<file path="src/rtl/pwm_timer_pkg.sv">
package pwm_timer_pkg;

  localparam int unsigned ADDR_W = 4;

  localparam logic [ADDR_W-1:0] A_CTRL  = 4'd0;
  localparam logic [ADDR_W-1:0] A_FORCE = 4'd1;
  localparam logic [ADDR_W-1:0] A_DIV   = 4'd2;
  localparam logic [ADDR_W-1:0] A_LIMIT = 4'd3;
  localparam logic [ADDR_W-1:0] A_CHAN  = 4'd4;
  localparam logic [ADDR_W-1:0] A_CMP0  = 4'd5;

  localparam int unsigned CTRL_RUN = 0;
  localparam int unsigned CTRL_BUF = 1;
  localparam int unsigned CTRL_OE  = 2;

  localparam int unsigned CFG_W = 4;

  // bit order matches the per-channel nibble: en at bit 0
  typedef struct packed {
    logic npol;
    logic nen;
    logic pol;
    logic en;
  } chan_cfg_t;

endpackage

</file>
<file path="src/rtl/pwm_timer_regs.sv">
module pwm_timer_regs
  import pwm_timer_pkg::*;
#(
  parameter int unsigned N_CH   = 4,
  parameter int unsigned CNT_W  = 16,
  parameter int unsigned PSC_W  = 16,
  parameter int unsigned DATA_W = 16
) (
  input  logic                           clk_i,
  input  logic                           rst_ni,
  input  logic                           wr_en_i,
  input  logic [ADDR_W-1:0]              wr_addr_i,
  input  logic [DATA_W-1:0]              wr_data_i,
  input  logic                           wrap_i,
  output logic                           run_o,
  output logic                           out_en_o,
  output logic                           force_o,
  output logic [PSC_W-1:0]               psc_o,
  output logic [CNT_W-1:0]               arr_o,
  output logic [N_CH-1:0][CNT_W-1:0]     cmp_o,
  output chan_cfg_t [N_CH-1:0]           cfg_o
);

  localparam int unsigned CFG_BITS = CFG_W * N_CH;

  logic                run_q, buf_q, oe_q;
  logic [PSC_W-1:0]    psc_pre_q, psc_act_q;
  logic [CNT_W-1:0]    arr_pre_q, arr_act_q;
  logic [CFG_BITS-1:0] cfg_q;
  logic                upd;

  assign force_o = wr_en_i && (wr_addr_i == A_FORCE) && wr_data_i[0];
  assign upd     = wrap_i || force_o;

  always_ff @(posedge clk_i or negedge rst_ni) begin
    if (!rst_ni) begin
      run_q <= 1'b0;
      buf_q <= 1'b0;
      oe_q  <= 1'b0;
      cfg_q <= '0;
    end else if (wr_en_i) begin
      if (wr_addr_i == A_CTRL) begin
        run_q <= wr_data_i[CTRL_RUN];
        buf_q <= wr_data_i[CTRL_BUF];
        oe_q  <= wr_data_i[CTRL_OE];
      end
      if (wr_addr_i == A_CHAN) cfg_q <= wr_data_i[CFG_BITS-1:0];
    end
  end

  always_ff @(posedge clk_i or negedge rst_ni) begin
    if (!rst_ni) begin
      psc_pre_q <= '0;
      psc_act_q <= '0;
    end else begin
      if (wr_en_i && wr_addr_i == A_DIV) psc_pre_q <= wr_data_i[PSC_W-1:0];
      if (upd) psc_act_q <= psc_pre_q;
    end
  end

  // unbuffered limit write bypasses the update event and wins over it
  always_ff @(posedge clk_i or negedge rst_ni) begin
    if (!rst_ni) begin
      arr_pre_q <= '0;
      arr_act_q <= '0;
    end else begin
      if (wr_en_i && wr_addr_i == A_LIMIT) arr_pre_q <= wr_data_i[CNT_W-1:0];
      if (wr_en_i && wr_addr_i == A_LIMIT && !buf_q) arr_act_q <= wr_data_i[CNT_W-1:0];
      else if (upd) arr_act_q <= arr_pre_q;
    end
  end

  for (genvar c = 0; c < N_CH; c++) begin : g_cmp
    localparam logic [ADDR_W-1:0] CMP_ADDR = ADDR_W'(int'(A_CMP0) + c);
    logic [CNT_W-1:0] pre_q, act_q;

    always_ff @(posedge clk_i or negedge rst_ni) begin
      if (!rst_ni) begin
        pre_q <= '0;
        act_q <= '0;
      end else begin
        if (wr_en_i && wr_addr_i == CMP_ADDR) pre_q <= wr_data_i[CNT_W-1:0];
        if (upd) act_q <= pre_q;
      end
    end

    assign cmp_o[c] = act_q;
    assign cfg_o[c] = chan_cfg_t'(cfg_q[CFG_W*c +: CFG_W]);
  end

  assign run_o    = run_q;
  assign out_en_o = oe_q;
  assign psc_o    = psc_act_q;
  assign arr_o    = arr_act_q;

endmodule

</file>
<file path="src/rtl/pwm_timer_base.sv">
module pwm_timer_base #(
  parameter int unsigned CNT_W = 16,
  parameter int unsigned PSC_W = 16
) (
  input  logic             clk_i,
  input  logic             rst_ni,
  input  logic             run_i,
  input  logic             force_i,
  input  logic [PSC_W-1:0] psc_i,
  input  logic [CNT_W-1:0] arr_i,
  output logic [CNT_W-1:0] cnt_o,
  output logic             wrap_o,
  output logic             upd_o
);

  logic [PSC_W-1:0] pc_q;
  logic [CNT_W-1:0] cnt_q;
  logic             upd_q;
  logic             tick;

  assign tick   = (pc_q == psc_i);
  assign wrap_o = run_i && tick && (cnt_q == arr_i);

  always_ff @(posedge clk_i or negedge rst_ni) begin
    if (!rst_ni) begin
      pc_q  <= '0;
      cnt_q <= '0;
      upd_q <= 1'b0;
    end else begin
      upd_q <= wrap_o || force_i;
      if (force_i) begin
        pc_q  <= '0;
        cnt_q <= '0;
      end else if (run_i) begin
        if (tick) begin
          pc_q  <= '0;
          cnt_q <= (cnt_q == arr_i) ? '0 : cnt_q + 1'b1;
        end else begin
          pc_q <= pc_q + 1'b1;
        end
      end
    end
  end

  assign cnt_o = cnt_q;
  assign upd_o = upd_q;

endmodule

</file>
<file path="src/rtl/pwm_timer_chan.sv">
module pwm_timer_chan
  import pwm_timer_pkg::*;
#(
  parameter int unsigned CNT_W = 16
) (
  input  logic [CNT_W-1:0] cnt_i,
  input  logic [CNT_W-1:0] cmp_i,
  input  chan_cfg_t        cfg_i,
  input  logic             out_en_i,
  output logic             pwm_o,
  output logic             pwm_n_o
);

  logic lvl;

  assign lvl     = (cnt_i < cmp_i);
  assign pwm_o   = out_en_i && cfg_i.en  && (lvl ^ cfg_i.pol);
  assign pwm_n_o = out_en_i && cfg_i.nen && (!lvl ^ cfg_i.npol);

endmodule

</file>
<file path="src/rtl/pwm_timer.sv">
module pwm_timer
  import pwm_timer_pkg::*;
#(
  parameter int unsigned N_CH   = 4,
  parameter int unsigned CNT_W  = 16,
  parameter int unsigned PSC_W  = 16,
  parameter int unsigned DATA_W = 16
) (
  input  logic              clk_i,
  input  logic              rst_ni,
  input  logic              wr_en_i,
  input  logic [ADDR_W-1:0] wr_addr_i,
  input  logic [DATA_W-1:0] wr_data_i,
  output logic [CNT_W-1:0]  cnt_o,
  output logic              upd_o,
  output logic [N_CH-1:0]   pwm_o,
  output logic [N_CH-1:0]   pwm_n_o
);

  logic                       run, out_en, force_upd, wrap;
  logic [PSC_W-1:0]           psc_act;
  logic [CNT_W-1:0]           arr_act;
  logic [N_CH-1:0][CNT_W-1:0] cmp_act;
  chan_cfg_t [N_CH-1:0]       chan_cfg;

  pwm_timer_regs #(
    .N_CH(N_CH), .CNT_W(CNT_W), .PSC_W(PSC_W), .DATA_W(DATA_W)
  ) u_regs (
    .clk_i    (clk_i),
    .rst_ni   (rst_ni),
    .wr_en_i  (wr_en_i),
    .wr_addr_i(wr_addr_i),
    .wr_data_i(wr_data_i),
    .wrap_i   (wrap),
    .run_o    (run),
    .out_en_o (out_en),
    .force_o  (force_upd),
    .psc_o    (psc_act),
    .arr_o    (arr_act),
    .cmp_o    (cmp_act),
    .cfg_o    (chan_cfg)
  );

  pwm_timer_base #(
    .CNT_W(CNT_W), .PSC_W(PSC_W)
  ) u_base (
    .clk_i  (clk_i),
    .rst_ni (rst_ni),
    .run_i  (run),
    .force_i(force_upd),
    .psc_i  (psc_act),
    .arr_i  (arr_act),
    .cnt_o  (cnt_o),
    .wrap_o (wrap),
    .upd_o  (upd_o)
  );

  for (genvar c = 0; c < N_CH; c++) begin : g_ch
    pwm_timer_chan #(
      .CNT_W(CNT_W)
    ) u_chan (
      .cnt_i   (cnt_o),
      .cmp_i   (cmp_act[c]),
      .cfg_i   (chan_cfg[c]),
      .out_en_i(out_en),
      .pwm_o   (pwm_o[c]),
      .pwm_n_o (pwm_n_o[c])
    );
  end

endmodule

</file>
<file path="config.mk">
export PLATFORM = sky130hd
export DESIGN_NAME = pwm_timer
export DESIGN_NICKNAME = d
export VERILOG_FILES = /design/src/rtl/pwm_timer_pkg.sv /design/src/rtl/pwm_timer_regs.sv /design/src/rtl/pwm_timer_base.sv /design/src/rtl/pwm_timer_chan.sv /design/src/rtl/pwm_timer.sv
export SDC_FILE = /design/constraint.sdc
export NUM_CORES = 1
export LEC_CHECK = 0
export BUFFER_PORTS_ARGS = -buffer_cell sky130_fd_sc_hd__buf_2
export CAP_MARGIN = 10
export CORE_MARGIN = 5
export CORE_UTILIZATION = 65
export CTS_CLUSTER_DIAMETER = 120
export DETAILED_ROUTE_END_ITERATION = 10
export GPL_TIMING_DRIVEN = 0
export PLACE_DENSITY = 0.92
export SYNTH_ARGS = -nofsm -noshare
export SYNTH_HDL_FRONTEND = slang
export SYNTH_SLANG_ARGS = --single-unit
</file>
<file path="constraint.sdc">
create_clock -name clk_i -period 4.2 [get_ports clk_i]
set_clock_uncertainty 0.1 [all_clocks]
set_input_delay 0.42 -clock clk_i [delete_from_list [all_inputs] [get_ports clk_i]]
set_output_delay 0.42 -clock clk_i [all_outputs]
set_load 0.01 [all_outputs]
</file>
==> flow_metrics.env <==
export IMPL_status="complete, no violations"
export IMPL_ys_flop_type="dfrtp_1"
export IMPL_io_pins=48
export IMPL_synthArstFlopShare_pct=100
export IMPL_yosys_warnings=0
export IMPL_htreeDepth=1
export IMPL_hpwlAfterDp_mm=19.7
export IMPL_synthTopCellsByArea="dfrtp_1 (51%), mux2_2 (18%), ha_1 (6.4%)"
export IMPL_path_common_cell="a21oi_1"
export IMPL_fin_crit_sh_pct=87.1
export IMPL_r2r_cells=9
export IMPL_grt_usage_pct=28.3
export IMPL_antenna_cells=0
export IMPL_netlist_instances=1013
export IMPL_crit_path_end_kind="primary output"
export IMPL_finalHoldViolations=0
export IMPL_fillers=1092
export IMPL_hold_path_end="u_regs.out_en_o"
export IMPL_slew_headroom_pct=23.6
export IMPL_fmax_mhz=273
export IMPL_antenna_found_initial=1
export IMPL_die_area_um2=21400
export IMPL_avgSynthCellArea_um2=11.9
export IMPL_path_delay_family="compound AO/OA/AOI/OAI gates"
export IMPL_first_pass_iters=5
export IMPL_grt_busiest_layer="met2"
export IMPL_drc=0
export IMPL_grt_pass1_vias=9141
export IMPL_start_util_pct=66.5
export IMPL_dpl_worst_slack_ns=1.20
export IMPL_cts_setup_buffers=0
export IMPL_ys_ff_latch=244
export IMPL_cp_data_arrival_time_ns=3.14
export IMPL_root_buffer="clkbuf_16"
export IMPL_power_density_nw_per_um2=539
export IMPL_leakagePower_nw=6.35
export IMPL_synth_top_area_share_pct=50.6
export IMPL_max_stage_delay_ns=0.72
export IMPL_cts_clk_slew_worst_paths_ns=0.07
export IMPL_cap_violations=0
export IMPL_r2r_end="u_regs.psc_o[15]"
export IMPL_vias=8666
export IMPL_final_cell_mix="dfrtp_1 (244), mux2_2 (189), inv_1 (75)"
export IMPL_syn_area_um2=12100
export IMPL_critPathLaunchType="flip-flop"
export IMPL_cts_made_buffers=25
export IMPL_setup_tns_ns=0
export IMPL_tightest_slew_ns=1.14
export IMPL_final_antenna_net_count=0
export IMPL_rsz0062_at_grt="false"
export IMPL_cts_resized=0
export IMPL_grt_pass1_wl_mm=48.5
export IMPL_crit_type="flip-flop to primary output"
export IMPL_worstPathMaxFanout=10
export IMPL_ys_seq_area_share_pct=50.6
export IMPL_critPathSlowestCell="dfrtp_1"
export IMPL_wl_per_cell_um=22.5
export IMPL_layout_min_cycle_time_ns=3.66
export IMPL_yosysTopAreaCell="dfrtp_1"
export IMPL_instances_no_fill=1336
export IMPL_clock_path_buffers=3
export IMPL_setup_ws_ns=0.543
export IMPL_clk_latency_ns=0.53
export IMPL_crit_buf_inv=2
export IMPL_synthesis_nets=1098
export IMPL_grt_max_degree=117
export IMPL_cts_tree="built"
export IMPL_gr_usage_met2_pct=46.0
export IMPL_core_um2=18100
export IMPL_final_common_cell="dfrtp_1"
export IMPL_setup_viol=0
export IMPL_drive_gt1_share_pct=28.1
export IMPL_grt_use_met1_pct=37.4
export IMPL_crit_chain="ha_1 > a21o_1 > a21oi_1 > o221ai_1 > a21oi_1 > nor3_1 > a211o_1 > buf_4 > buf_2"
export IMPL_dp_cells=1291
export IMPL_hold_path_depth=2
export IMPL_rrSetupSlack_ns=1.02
export IMPL_r2r_start="u_base.cnt_o[10]"
export IMPL_die_h_um=146
export IMPL_synth_edf_count=0
export IMPL_area_growth_pct=12.3
export IMPL_gp_congestion=0.889
export IMPL_viasPerCell=6.49
export IMPL_cts_sinks=244
export IMPL_fp_row_count=49
export IMPL_final_nets=1175
export IMPL_min_delay_path_class="input port to flip-flop"
export IMPL_vdd_drop_max_v=0.000314
export IMPL_routed_wl_mm=30.1
export IMPL_use_met3_pct=5.55
export IMPL_finalMaxSlewViolations=0
export IMPL_die_x_um=146
export IMPL_min_from="wr_data_i[2]"
export IMPL_ys_types=48
export IMPL_crit_required_ns=3.68
export IMPL_port_buffers=47
export IMPL_initialDrtViolationCount=723
export IMPL_gr_total_overflow=0
-- worst max-delay path by stage --
| stage | from | endpoint | depth (start not counted) |
|---|---|---|---|
| after CTS | u_base.cnt_o[9] | pwm_o[2] | 9 |
| after global routing | u_base.cnt_o[9] | pwm_o[2] | 9 |
| after global placement | rst_ni | u_regs.g_cmp[1].pre_q[3] | 1 |
| after detailed placement | u_base.cnt_o[9] | pwm_o[2] | 9 |
| final | u_base.cnt_o[9] | pwm_o[2] | 9 |
| after floorplan | u_base.cnt_o[9] | pwm_o[2] | 8 |
-- where the power goes --
group	switching [W]	total, W	internal (W)
Sequential	0.000423	0.00326	0.00284
Clock	0.000920	0.00239	0.00147
Combinational	0.000844	0.00166	0.000817
-- area by class of cell --
cell class	instances	area (µm²)	share of cell area, %
sequential	244	6110	45.0
inverter	75	282	2.08
clock inverter	10	153	1.13
buffer	45	246	1.82
clock buffer	34	739	5.45
timing repair buffer	50	310	2.29
multi-input combinational	649	5440	40.1
tap	229	287	2.11
-- cells in the mapped netlist, types with 2 or more instances --
library cell / count
a211o_1: 8
a211oi_1: 16
a21o_1: 21
a21oi_1: 39
a41oi_1: 4
and2_1: 3
and3_1: 6
and4_1: 12
and4b_1: 5
buf_1: 2
buf_2: 5
buf_4: 17
clkbuf_1: 20
dfrtp_1: 244
ha_1: 62
inv_1: 75
mux2_1: 6
mux2_2: 189
mux2i_1: 2
nand2_1: 33
nand2_2: 2
nand2b_1: 5
nand3_1: 19
nand4_1: 15
nand4b_1: 4
nor2_1: 49
nor3_1: 27
nor4_1: 6
o21ai_0: 14
o221ai_1: 4
o22ai_1: 17
o2bb2ai_1: 4
o31ai_1: 6
or3_1: 6
or4_1: 12
xnor2_1: 21
xor2_1: 22
-- layer usage --
layer | up-vias | wire, µm
met5 | - | 0
met4 | 0 | 1380
met3 | 129 | 2570
met2 | 427 | 14300
met1 | 4313 | 11800
li1 | 3797 | -
-- what timing repair did --
| item | CTS | global route |
|---|---|---|
| setup endpoints to repair | 0 | 0 |
| endpoints found under the hold margin | 22 | 0 |
| hold buffers | 1 | 0 |
-- per-stage QoR --
| stage | instance area, µm² | total power, W | util [%] | hold slack [ns] |
|---|---|---|---|---|
| floorplan | 12100 | 0.00430 | - | 0.0244 |
| CTS | 13600 | 0.00730 | 74.7 | 0.203 |
| detailed placement | 12700 | 0.00488 | 69.8 | 0.180 |
| global placement | 12600 | 0.00473 | 69.4 | 0.367 |
| global route | 13600 | 0.00765 | 74.7 | 0.213 |
| finish | 13600 | 0.00731 | 74.7 | 0.206 |
-- worst register-to-register path: cells and delay by family, from the launching register on --
kind	cells	cell delay (ns)
buffers and inverters	3	0.85
flip-flops	1	0.63
AND/OR/NAND/NOR	4	1.01
XOR/XNOR	1	0.12
multiplexers	1	0.37
-- cells by family (layout without fill, tap and decap cells) --
kind of cell | Yosys count | after routing | share of synthesized area (%)
mux | 197 | 197 | 18.4
buf+inv | 120 | 214 | 4.37
flops | 244 | 244 | 50.6
xor+xnor | 43 | 43 | 3.12
fa+ha+maj | 62 | 62 | 6.42
compound gates | 137 | 137 | 7.47
simple gates | 210 | 210 | 9.70
-- sequential cells by signal, indices dropped and copies added (netlist names), 16 cells and up --
signal              cells
u_regs.g_cmp.act_q     64
u_regs.psc_o           16
u_base.pc_q            16
u_regs.arr_pre_q       16
u_base.cnt_o           16
u_regs.cfg_o           16
u_regs.arr_o           16
u_regs.psc_pre_q       16
u_regs.g_cmp.pre_q     64
No activity file was read; power rests on OpenSTA's default activity.
